## src/rtl/chg_det_pkg.sv

```systemverilog
// Package: shared types for the charger port detection controller.
// Assumes: port-type and current-budget encodings are fixed interface codes.
package chg_det_pkg;

    localparam int TMR_W = 16;

    typedef enum logic [1:0] {
        PORT_NONE = 2'd0,
        PORT_SDP  = 2'd1,
        PORT_CDP  = 2'd2,
        PORT_DCP  = 2'd3
    } port_e;

    typedef enum logic [1:0] {
        ILIM_ZERO  = 2'd0,
        ILIM_100MA = 2'd1,
        ILIM_500MA = 2'd2,
        ILIM_1500MA = 2'd3
    } ilim_e;

    typedef enum logic [2:0] {
        ST_IDLE      = 3'd0,
        ST_CONTACT   = 3'd1,
        ST_PRIMARY   = 3'd2,
        ST_SECONDARY = 3'd3,
        ST_ATTACHED  = 3'd4,
        ST_DISCHARGE = 3'd5,
        ST_HOLDOFF   = 3'd6
    } state_e;

endpackage

```

## src/rtl/chg_det_sync.sv

```systemverilog
// Module: multi-bit flop-chain synchroniser for independent level flags.
// Assumes: each bit is a slow level; bits are not coherent with each other.
module chg_det_sync #(
    parameter int WIDTH  = 1,
    parameter int STAGES = 2
) (
    input  logic             clk,
    input  logic             rst_n,
    input  logic [WIDTH-1:0] async_in,
    output logic [WIDTH-1:0] sync_out
);

    logic [WIDTH-1:0] chain [STAGES];

    genvar gs;
    generate
        for (gs = 0; gs < STAGES; gs++) begin : g_stage
            if (gs == 0) begin : g_first
                // First capture flop of the chain.
                always_ff @(posedge clk) begin
                    if (!rst_n) chain[0] <= '0;
                    else        chain[0] <= async_in;
                end
            end else begin : g_next
                // Further settling flops.
                always_ff @(posedge clk) begin
                    if (!rst_n) chain[gs] <= '0;
                    else        chain[gs] <= chain[gs-1];
                end
            end
        end
    endgenerate

    assign sync_out = chain[STAGES-1];

endmodule

```

## src/rtl/chg_det_timer.sv

```systemverilog
// Module: shared phase timer; reloaded on state entry, counts ticks down to 0.
// Assumes: a load in the same clock as a tick wins, so that tick is dropped.
module chg_det_timer #(
    parameter int W = 16
) (
    input  logic         clk,
    input  logic         rst_n,
    input  logic         load,
    input  logic [W-1:0] load_val,
    input  logic         tick,
    output logic         expired
);

    logic [W-1:0] cnt;

    // Reload on phase entry, otherwise count down once per tick and hold at 0.
    always_ff @(posedge clk) begin
        if (!rst_n)                   cnt <= '0;
        else if (load)                cnt <= load_val;
        else if (tick && cnt != '0)   cnt <= cnt - 1'b1;
    end

    assign expired = (cnt == '0);

    a_r3_timer_loads: assert property (@(posedge clk) disable iff (!rst_n)
        load |=> (cnt == $past(load_val)));

    a_r3_timer_holds: assert property (@(posedge clk) disable iff (!rst_n)
        (!load && !tick) |=> $stable(cnt));

endmodule

```

## src/rtl/chg_det_fsm.sv

```systemverilog
// Module: detection sequencer; contact, primary, optional secondary, attach,
//         discharge and hold-off phases, with type and budget decode.
// Assumes: all flag inputs are already synchronised; timer reloads on every
//          state change with the value for the state being entered.
module chg_det_fsm
    import chg_det_pkg::*;
#(
    parameter bit USE_DCD        = 1'b1,
    parameter bit USE_SEC        = 1'b1,
    parameter int T_DCD_TO_MS    = 600,
    parameter int T_DCD_DBNC_MS  = 10,
    parameter int T_PRI_MS       = 40,
    parameter int T_SEC_MS       = 40,
    parameter int T_DIS_MS       = 500,
    parameter int T_REATT_MS     = 100
) (
    input  logic             clk,
    input  logic             rst_n,
    input  logic             tick,
    input  logic             vbus_s,
    input  logic             vbus_low_s,
    input  logic             dp_ref_s,
    input  logic             dm_ref_s,
    input  logic             dp_low_s,
    input  logic             cfg_done,
    input  logic             draw_active,
    input  logic             tmr_expired,
    output logic             tmr_load,
    output logic [TMR_W-1:0] tmr_val,
    output logic             dp_isrc_en,
    output logic             dm_pd_en,
    output logic             dp_vsrc_en,
    output logic             dm_isink_en,
    output logic             dm_vsrc_en,
    output logic             dp_isink_en,
    output logic             dp_pullup_en,
    output logic             vbus_dis_en,
    output logic [1:0]       port_type,
    output logic [1:0]       ilim_code,
    output logic             det_done
);

    localparam int DBW = $clog2(T_DCD_DBNC_MS + 1) + 1;

    state_e state, state_nxt;
    port_e  type_q, type_nxt;
    logic   decide;
    logic   contact_ok;
    logic   live;

    // Contact debounce: variant chosen by the contact-detect option.
    generate
        if (USE_DCD) begin : g_dbnc
            logic [DBW-1:0] dbnc_cnt;
            // Count consecutive ticks with D+ below the low logic level.
            always_ff @(posedge clk) begin
                if (!rst_n || state != ST_CONTACT || !dp_low_s) dbnc_cnt <= '0;
                else if (tick && dbnc_cnt < DBW'(T_DCD_DBNC_MS)) dbnc_cnt <= dbnc_cnt + 1'b1;
            end
            assign contact_ok = (dbnc_cnt >= DBW'(T_DCD_DBNC_MS));
        end else begin : g_no_dbnc
            assign contact_ok = 1'b0;
        end
    endgenerate

    assign live = (state == ST_CONTACT) || (state == ST_PRIMARY) ||
                  (state == ST_SECONDARY) || (state == ST_ATTACHED);

    // Next-state and decided-type selection.
    always_comb begin
        state_nxt = state;
        type_nxt  = PORT_NONE;
        unique case (state)
            ST_IDLE:      if (vbus_s) state_nxt = ST_CONTACT;
            ST_CONTACT:   if (contact_ok || tmr_expired) state_nxt = ST_PRIMARY;
            ST_PRIMARY: begin
                if (tmr_expired) begin
                    if (!dm_ref_s) begin
                        state_nxt = ST_ATTACHED;
                        type_nxt  = PORT_SDP;
                    end else if (USE_SEC) begin
                        state_nxt = ST_SECONDARY;
                    end else begin
                        state_nxt = ST_ATTACHED;
                        type_nxt  = PORT_DCP;
                    end
                end
            end
            ST_SECONDARY: begin
                if (tmr_expired) begin
                    state_nxt = ST_ATTACHED;
                    type_nxt  = dp_ref_s ? PORT_DCP : PORT_CDP;
                end
            end
            ST_ATTACHED:  state_nxt = ST_ATTACHED;
            ST_DISCHARGE: if (vbus_low_s || tmr_expired) state_nxt = ST_HOLDOFF;
            ST_HOLDOFF:   if (tmr_expired) state_nxt = ST_IDLE;
            default:      state_nxt = ST_IDLE;
        endcase
        if (live && !vbus_s) state_nxt = ST_DISCHARGE;
    end

    assign decide = (state != ST_ATTACHED) && (state_nxt == ST_ATTACHED);

    // Timer reload value for the phase being entered.
    always_comb begin
        tmr_load = (state_nxt != state);
        unique case (state_nxt)
            ST_CONTACT:   tmr_val = TMR_W'(T_DCD_TO_MS);
            ST_PRIMARY:   tmr_val = TMR_W'(T_PRI_MS);
            ST_SECONDARY: tmr_val = TMR_W'(T_SEC_MS);
            ST_DISCHARGE: tmr_val = TMR_W'(T_DIS_MS);
            ST_HOLDOFF:   tmr_val = TMR_W'(T_REATT_MS);
            default:      tmr_val = '0;
        endcase
    end

    // State register.
    always_ff @(posedge clk) begin
        if (!rst_n) state <= ST_IDLE;
        else        state <= state_nxt;
    end

    // Port type register: set on decision, cleared on loss or idle.
    always_ff @(posedge clk) begin
        if (!rst_n)                                               type_q <= PORT_NONE;
        else if (state_nxt == ST_DISCHARGE || state_nxt == ST_IDLE) type_q <= PORT_NONE;
        else if (decide)                                          type_q <= type_nxt;
    end

    // One-clock decision strobe aligned with the new type.
    always_ff @(posedge clk) begin
        if (!rst_n) det_done <= 1'b0;
        else        det_done <= decide;
    end

    // Analog enable decode from the current phase.
    always_comb begin
        dp_isrc_en  = USE_DCD && (state == ST_CONTACT);
        dm_pd_en    = USE_DCD && (state == ST_CONTACT);
        dp_vsrc_en  = (state == ST_PRIMARY);
        dm_isink_en = (state == ST_PRIMARY);
        dm_vsrc_en  = (state == ST_SECONDARY);
        dp_isink_en = (state == ST_SECONDARY);
        vbus_dis_en = (state == ST_DISCHARGE);
        dp_pullup_en = 1'b0;
        if (state == ST_ATTACHED) begin
            unique case (type_q)
                PORT_SDP, PORT_CDP: dp_pullup_en = 1'b1;
                PORT_DCP:           dp_pullup_en = !USE_SEC && draw_active;
                default:            dp_pullup_en = 1'b0;
            endcase
        end
    end

    // Current budget decode from type and configuration.
    always_comb begin
        unique case (type_q)
            PORT_SDP:           ilim_code = cfg_done ? ILIM_500MA : ILIM_100MA;
            PORT_CDP, PORT_DCP: ilim_code = ILIM_1500MA;
            default:            ilim_code = ILIM_ZERO;
        endcase
    end

    assign port_type = type_q;

    // Checker-only tick count within the primary phase.
    logic [TMR_W-1:0] pri_ticks;
    always_ff @(posedge clk) begin
        if (!rst_n || state != ST_PRIMARY) pri_ticks <= '0;
        else if (tick)                     pri_ticks <= pri_ticks + 1'b1;
    end

    a_r3_primary_len: assert property (@(posedge clk) disable iff (!rst_n)
        (state == ST_PRIMARY && state_nxt != ST_PRIMARY && state_nxt != ST_DISCHARGE)
        |-> (pri_ticks == TMR_W'(T_PRI_MS)));

    a_r4_standard_port: assert property (@(posedge clk) disable iff (!rst_n)
        (state == ST_PRIMARY && tmr_expired && vbus_s && !dm_ref_s) |=> (port_type == PORT_SDP));

    a_r6_done_single: assert property (@(posedge clk) disable iff (!rst_n)
        det_done |=> !det_done);

    a_r6_done_has_type: assert property (@(posedge clk) disable iff (!rst_n)
        det_done |-> (port_type != PORT_NONE));

    a_r7_no_type_no_budget: assert property (@(posedge clk) disable iff (!rst_n)
        (port_type == PORT_NONE) |-> (ilim_code == ILIM_ZERO));

    a_r9_loss_clears: assert property (@(posedge clk) disable iff (!rst_n)
        $fell(vbus_s) |=> (port_type == PORT_NONE && !dp_pullup_en));

    a_r10_low_ends_dis: assert property (@(posedge clk) disable iff (!rst_n)
        (vbus_dis_en && vbus_low_s) |=> !vbus_dis_en);

    a_r12_one_group: assert property (@(posedge clk) disable iff (!rst_n)
        $onehot0({dp_isrc_en, dp_vsrc_en, dm_vsrc_en, vbus_dis_en, dp_pullup_en}));

endmodule

```

## src/rtl/chg_detect.sv

```systemverilog
// Module: top of the charger port detection controller.
// Assumes: tick_1ms is a one-clock strobe in the clk domain; cfg_done and
//          draw_active are clk-domain levels; comparator flags are asynchronous.
module chg_detect
    import chg_det_pkg::*;
#(
    parameter bit USE_DCD       = 1'b1,
    parameter bit USE_SEC       = 1'b1,
    parameter int SYNC_STAGES   = 2,
    parameter int T_DCD_TO_MS   = 600,
    parameter int T_DCD_DBNC_MS = 10,
    parameter int T_PRI_MS      = 40,
    parameter int T_SEC_MS      = 40,
    parameter int T_DIS_MS      = 500,
    parameter int T_REATT_MS    = 100
) (
    input  logic       clk,
    input  logic       rst_n,
    input  logic       tick_1ms,
    input  logic       vbus_valid,
    input  logic       vbus_below_lkg,
    input  logic       dp_gt_ref,
    input  logic       dm_gt_ref,
    input  logic       dp_lt_lgc,
    input  logic       cfg_done,
    input  logic       draw_active,
    output logic       dp_isrc_en,
    output logic       dm_pd_en,
    output logic       dp_vsrc_en,
    output logic       dm_isink_en,
    output logic       dm_vsrc_en,
    output logic       dp_isink_en,
    output logic       dp_pullup_en,
    output logic       vbus_dis_en,
    output logic [1:0] port_type,
    output logic [1:0] ilim_code,
    output logic       det_done
);

    localparam int NFLAG = 5;

    logic [NFLAG-1:0] flags_s;
    logic             tmr_load;
    logic [TMR_W-1:0] tmr_val;
    logic             tmr_expired;

    chg_det_sync #(.WIDTH(NFLAG), .STAGES(SYNC_STAGES)) u_sync (
        .clk      (clk),
        .rst_n    (rst_n),
        .async_in ({vbus_valid, vbus_below_lkg, dp_gt_ref, dm_gt_ref, dp_lt_lgc}),
        .sync_out (flags_s)
    );

    chg_det_timer #(.W(TMR_W)) u_timer (
        .clk      (clk),
        .rst_n    (rst_n),
        .load     (tmr_load),
        .load_val (tmr_val),
        .tick     (tick_1ms),
        .expired  (tmr_expired)
    );

    chg_det_fsm #(
        .USE_DCD       (USE_DCD),
        .USE_SEC       (USE_SEC),
        .T_DCD_TO_MS   (T_DCD_TO_MS),
        .T_DCD_DBNC_MS (T_DCD_DBNC_MS),
        .T_PRI_MS      (T_PRI_MS),
        .T_SEC_MS      (T_SEC_MS),
        .T_DIS_MS      (T_DIS_MS),
        .T_REATT_MS    (T_REATT_MS)
    ) u_fsm (
        .clk          (clk),
        .rst_n        (rst_n),
        .tick         (tick_1ms),
        .vbus_s       (flags_s[4]),
        .vbus_low_s   (flags_s[3]),
        .dp_ref_s     (flags_s[2]),
        .dm_ref_s     (flags_s[1]),
        .dp_low_s     (flags_s[0]),
        .cfg_done     (cfg_done),
        .draw_active  (draw_active),
        .tmr_expired  (tmr_expired),
        .tmr_load     (tmr_load),
        .tmr_val      (tmr_val),
        .dp_isrc_en   (dp_isrc_en),
        .dm_pd_en     (dm_pd_en),
        .dp_vsrc_en   (dp_vsrc_en),
        .dm_isink_en  (dm_isink_en),
        .dm_vsrc_en   (dm_vsrc_en),
        .dp_isink_en  (dp_isink_en),
        .dp_pullup_en (dp_pullup_en),
        .vbus_dis_en  (vbus_dis_en),
        .port_type    (port_type),
        .ilim_code    (ilim_code),
        .det_done     (det_done)
    );

    a_r2_contact_pair: assert property (@(posedge clk) disable iff (!rst_n)
        dp_isrc_en |-> (dm_pd_en && !dp_vsrc_en));

    a_r3_primary_pair: assert property (@(posedge clk) disable iff (!rst_n)
        dp_vsrc_en |-> dm_isink_en);

endmodule

```

## config.mk

```make
export PLATFORM = sky130hd
export DESIGN_NAME = chg_detect
export DESIGN_NICKNAME = d
export VERILOG_FILES = /design/src/rtl/chg_det_pkg.sv /design/src/rtl/chg_det_sync.sv /design/src/rtl/chg_det_timer.sv /design/src/rtl/chg_det_fsm.sv /design/src/rtl/chg_detect.sv
export SDC_FILE = /design/constraint.sdc
export NUM_CORES = 1
export LEC_CHECK = 0
export BUFFER_PORTS_ARGS = -buffer_cell sky130_fd_sc_hd__buf_2
export CAP_MARGIN = 20
export CORE_UTILIZATION = 42
export DETAILED_ROUTE_END_ITERATION = 7
export MAX_ROUTING_LAYER = met4
export PLACE_DENSITY = 0.63
export SLEW_MARGIN = 15
export SYNTH_ARGS = -nofsm -noshare
export SYNTH_HDL_FRONTEND = slang
export SYNTH_SLANG_ARGS = --single-unit
```

## constraint.sdc

```tcl
create_clock -name clk -period 7.8 [get_ports clk]
set_input_delay 0.39 -clock clk [delete_from_list [all_inputs] [get_ports clk]]
set_output_delay 0.39 -clock clk [all_outputs]
set_load 0.005 [all_outputs]
```

==> impl_metrics.ini <==
[synth]
synth_area_leaders = dfxtp_1 36%, and2_1 4.2%, ha_1 4.2%
synth.distinct_cells = 49
synthCells = 248
synth_nets = 265
netlist_area_mm2 = 0.00208
synth-seq-cells = 37
yosysTopAreaCell = dfxtp_1
syn_area_per_cell_um2 = 8.38
yosys_warnings = 0
synthFlopType = dfxtp_1
yosysTopAreaCellShare = 0.356
async_flop_share = 0
synth-seq-area-share = 0.356
synth_edf_count = 0

[floorplanning]
start_util = 0.437
dieWidth_um = 72.3
io-pin-count = 23
die_area_mm2 = 0.00523
core_mm2 = 0.00475
die_y_um = 72.3
rows = 25

[clocking]
cts_setup_buffers = 0
cts-htree-levels = 2
hold_buffers = 0
cts_root_buffer = clkbuf_8
cts_buffers = 5
cts_tree = built
ctsResizeCount = 0
cts_buffer_depth = 2
clock-sinks = 37
clk_latency_ns = 0.30
path_clk_slew_ns = 0.08

[timing]
period_minus_slack_ns = 2.95
finalMaxSlewViolations = 0
finalHoldViolCount = 0
worst_pin_slew_ns = 0.758
setup_viol = 0
finalClockSkew_ns = 0.0149
post-route-period-util = 0.378
grt_setup_unrepaired = false
timing.setup.tns_ns = 0
slew_headroom = 0.492
max_freq_ghz = 0.339

[critical_path]
start_kind = flop
endpoint_kind = flop
cp.required_ns = 8.01
cp.arrival_ns = 3.16
path_class = reg2reg
worstReg2RegStart = u_fsm.g_dbnc.dbnc_cnt[0]$_SDFFE_PP0P_
cp-startpoint = u_fsm.g_dbnc.dbnc_cnt[0]$_SDFFE_PP0P_
worstPathMaxFanout = 13

[global_route]
grt_first_pass_wirelength_um = 7220
grt_usage = 0.183
grt_max_degree = 31
first_global_vias = 1554
grt_antenna_before_repair = 0
overflow = 0

[layout]
final_area_mm2 = 0.00234
drive_gt1_frac = 0.148
area_delta_synth_final_pct = 12.6
fillers = 485
final_nets = 279
most-common-layout-cells = 37 x dfxtp_1, 23 x nor2_1, 21 x buf_2
final_common_cell = dfxtp_1
n_antenna_cell = 0

[routing]
via_per_inst = 5.28
via_count = 1742
remaining_drc_errors = 0
ant_nets = 0
initialDrtViolationCount = 114
wire_per_inst_um = 12.8
firstDrtPassIters = 4
drt_wl_total_um = 4210

[worst_hold_path]
hp-class = in2reg
min_from = vbus_valid

[power]
vdd_ir_drop_max_mv = 0.193
p_leak_uw = 0.000942
powerDensity_mw_per_mm2 = 416

[outcome]
status = finished clean

[placement]
place_congestion = 0.794
place_area_mm2 = 0.00220
dp_hpwl_um = 2930
portBuffers = 21

[run]
drv_cap = 0
-- worst max-delay path: stages (launching register included) --
cell and delay (ns):
dfxtp_1 0.41, inv_1 0.06, ha_1 0.19, nor4_1 0.26, o31ai_1 0.14, a211o_1 0.34, o211a_1 0.25, nor3_2 0.58
buf_4 0.32, nand2_1 0.11, a211oi_1 0.19
-- kinds of logic after synthesis --
logic type               share of synthesized area
AO/OA/AOI/OAI                                0.140
XOR/XNOR                                    0.0506
adder cells (fa/ha/maj)                     0.0421
buffers and inverters                       0.0530
flip-flops                                   0.356
multiplexers                                0.0289
AND/OR/NAND/NOR                              0.329
-- layout make-up --
class                           count  area (µm²)  share of cell area
Clock buffer                        5        68.8              0.0294
Clock inverter                      3        68.8              0.0294
Inverter                           10        37.5              0.0160
Multi-Input combinational cell    186        1230               0.525
Sequential cell                    37         741               0.317
Tap cell                           67        83.8              0.0358
Timing Repair Buffer               22         113              0.0481
-- state kept, by name (all words and copies together) (netlist names) --
signal                 cells
u_fsm.det_done             1
u_fsm.g_dbnc.dbnc_cnt      5
u_fsm.port_type            2
u_fsm.state                3
u_sync.chain              10
u_timer.cnt               16
-- power breakdown --
part	total [µW]	internal, µW	switching [µW]
registers	277	227	49.6
logic	493	201	291
clock network	205	129	75.9
total	974	557	417
-- stage by stage --
step | hold slack, ns | cells | setup slack (ns) | power [µW] | utilization
2_1_floorplan | 0.412 | 248 | 5.35 | 675 | -
3_3_place_gp | 0.415 | 322 | 4.87 | 766 | 0.463
3_5_place_dp | 0.421 | 322 | 4.85 | 768 | 0.463
4_1_cts | 0.292 | 330 | 4.81 | 978 | 0.492
5_1_grt | 0.296 | 330 | 4.48 | 1050 | 0.492
6_report | 0.300 | 330 | 4.85 | 974 | 0.492
-- per-layer routing --
layer / track usage / part of all wire / vias up
met2: 0.269 / 0.44 / 33
met5: - / 0 / -
met3: 0.0458 / 0.034 / 9
met1: 0.238 / 0.51 / 797
met4: 0.0763 / 0.020 / 0
li1: - / - / 903
-- final timing paths --
path	end	slack (ns)	cells after the start
setup / recovery	u_timer.cnt[1]$_SDFFE_PN0P_	4.85	10
hold reg to reg	u_sync.chain[1][3]$_SDFF_PN0_	0.42	1
hold / removal	u_sync.chain[0][4]$_SDFF_PN0_	0.30	2
setup reg to reg	u_timer.cnt[1]$_SDFFE_PN0P_	4.85	10
-- cells in the mapped netlist (2+ instances only) --
library cell  instances
nor4b_1               2
clkbuf_1              9
xnor2_1               6
or3_1                 6
mux2i_1               6
nand2_1              18
nor4_4                2
or2_2                 3
nor3_2                2
xor2_1                6
dfxtp_1              37
inv_1                 9
o21ai_0               8
a21oi_1              11
and2_1               14
ha_1                  7
or4_1                 3
nor2_1               23
a211oi_1              5
o211ai_1              2
nand3b_1              5
buf_4                 4
nor4_1                4
nand2b_1              4
o31ai_1               3
nand3_1               9
nand4_1               2
nor2b_1               5
nor3_1               11
nor3b_1               2
o211a_1               2
Power figures use the tool's default switching activity.
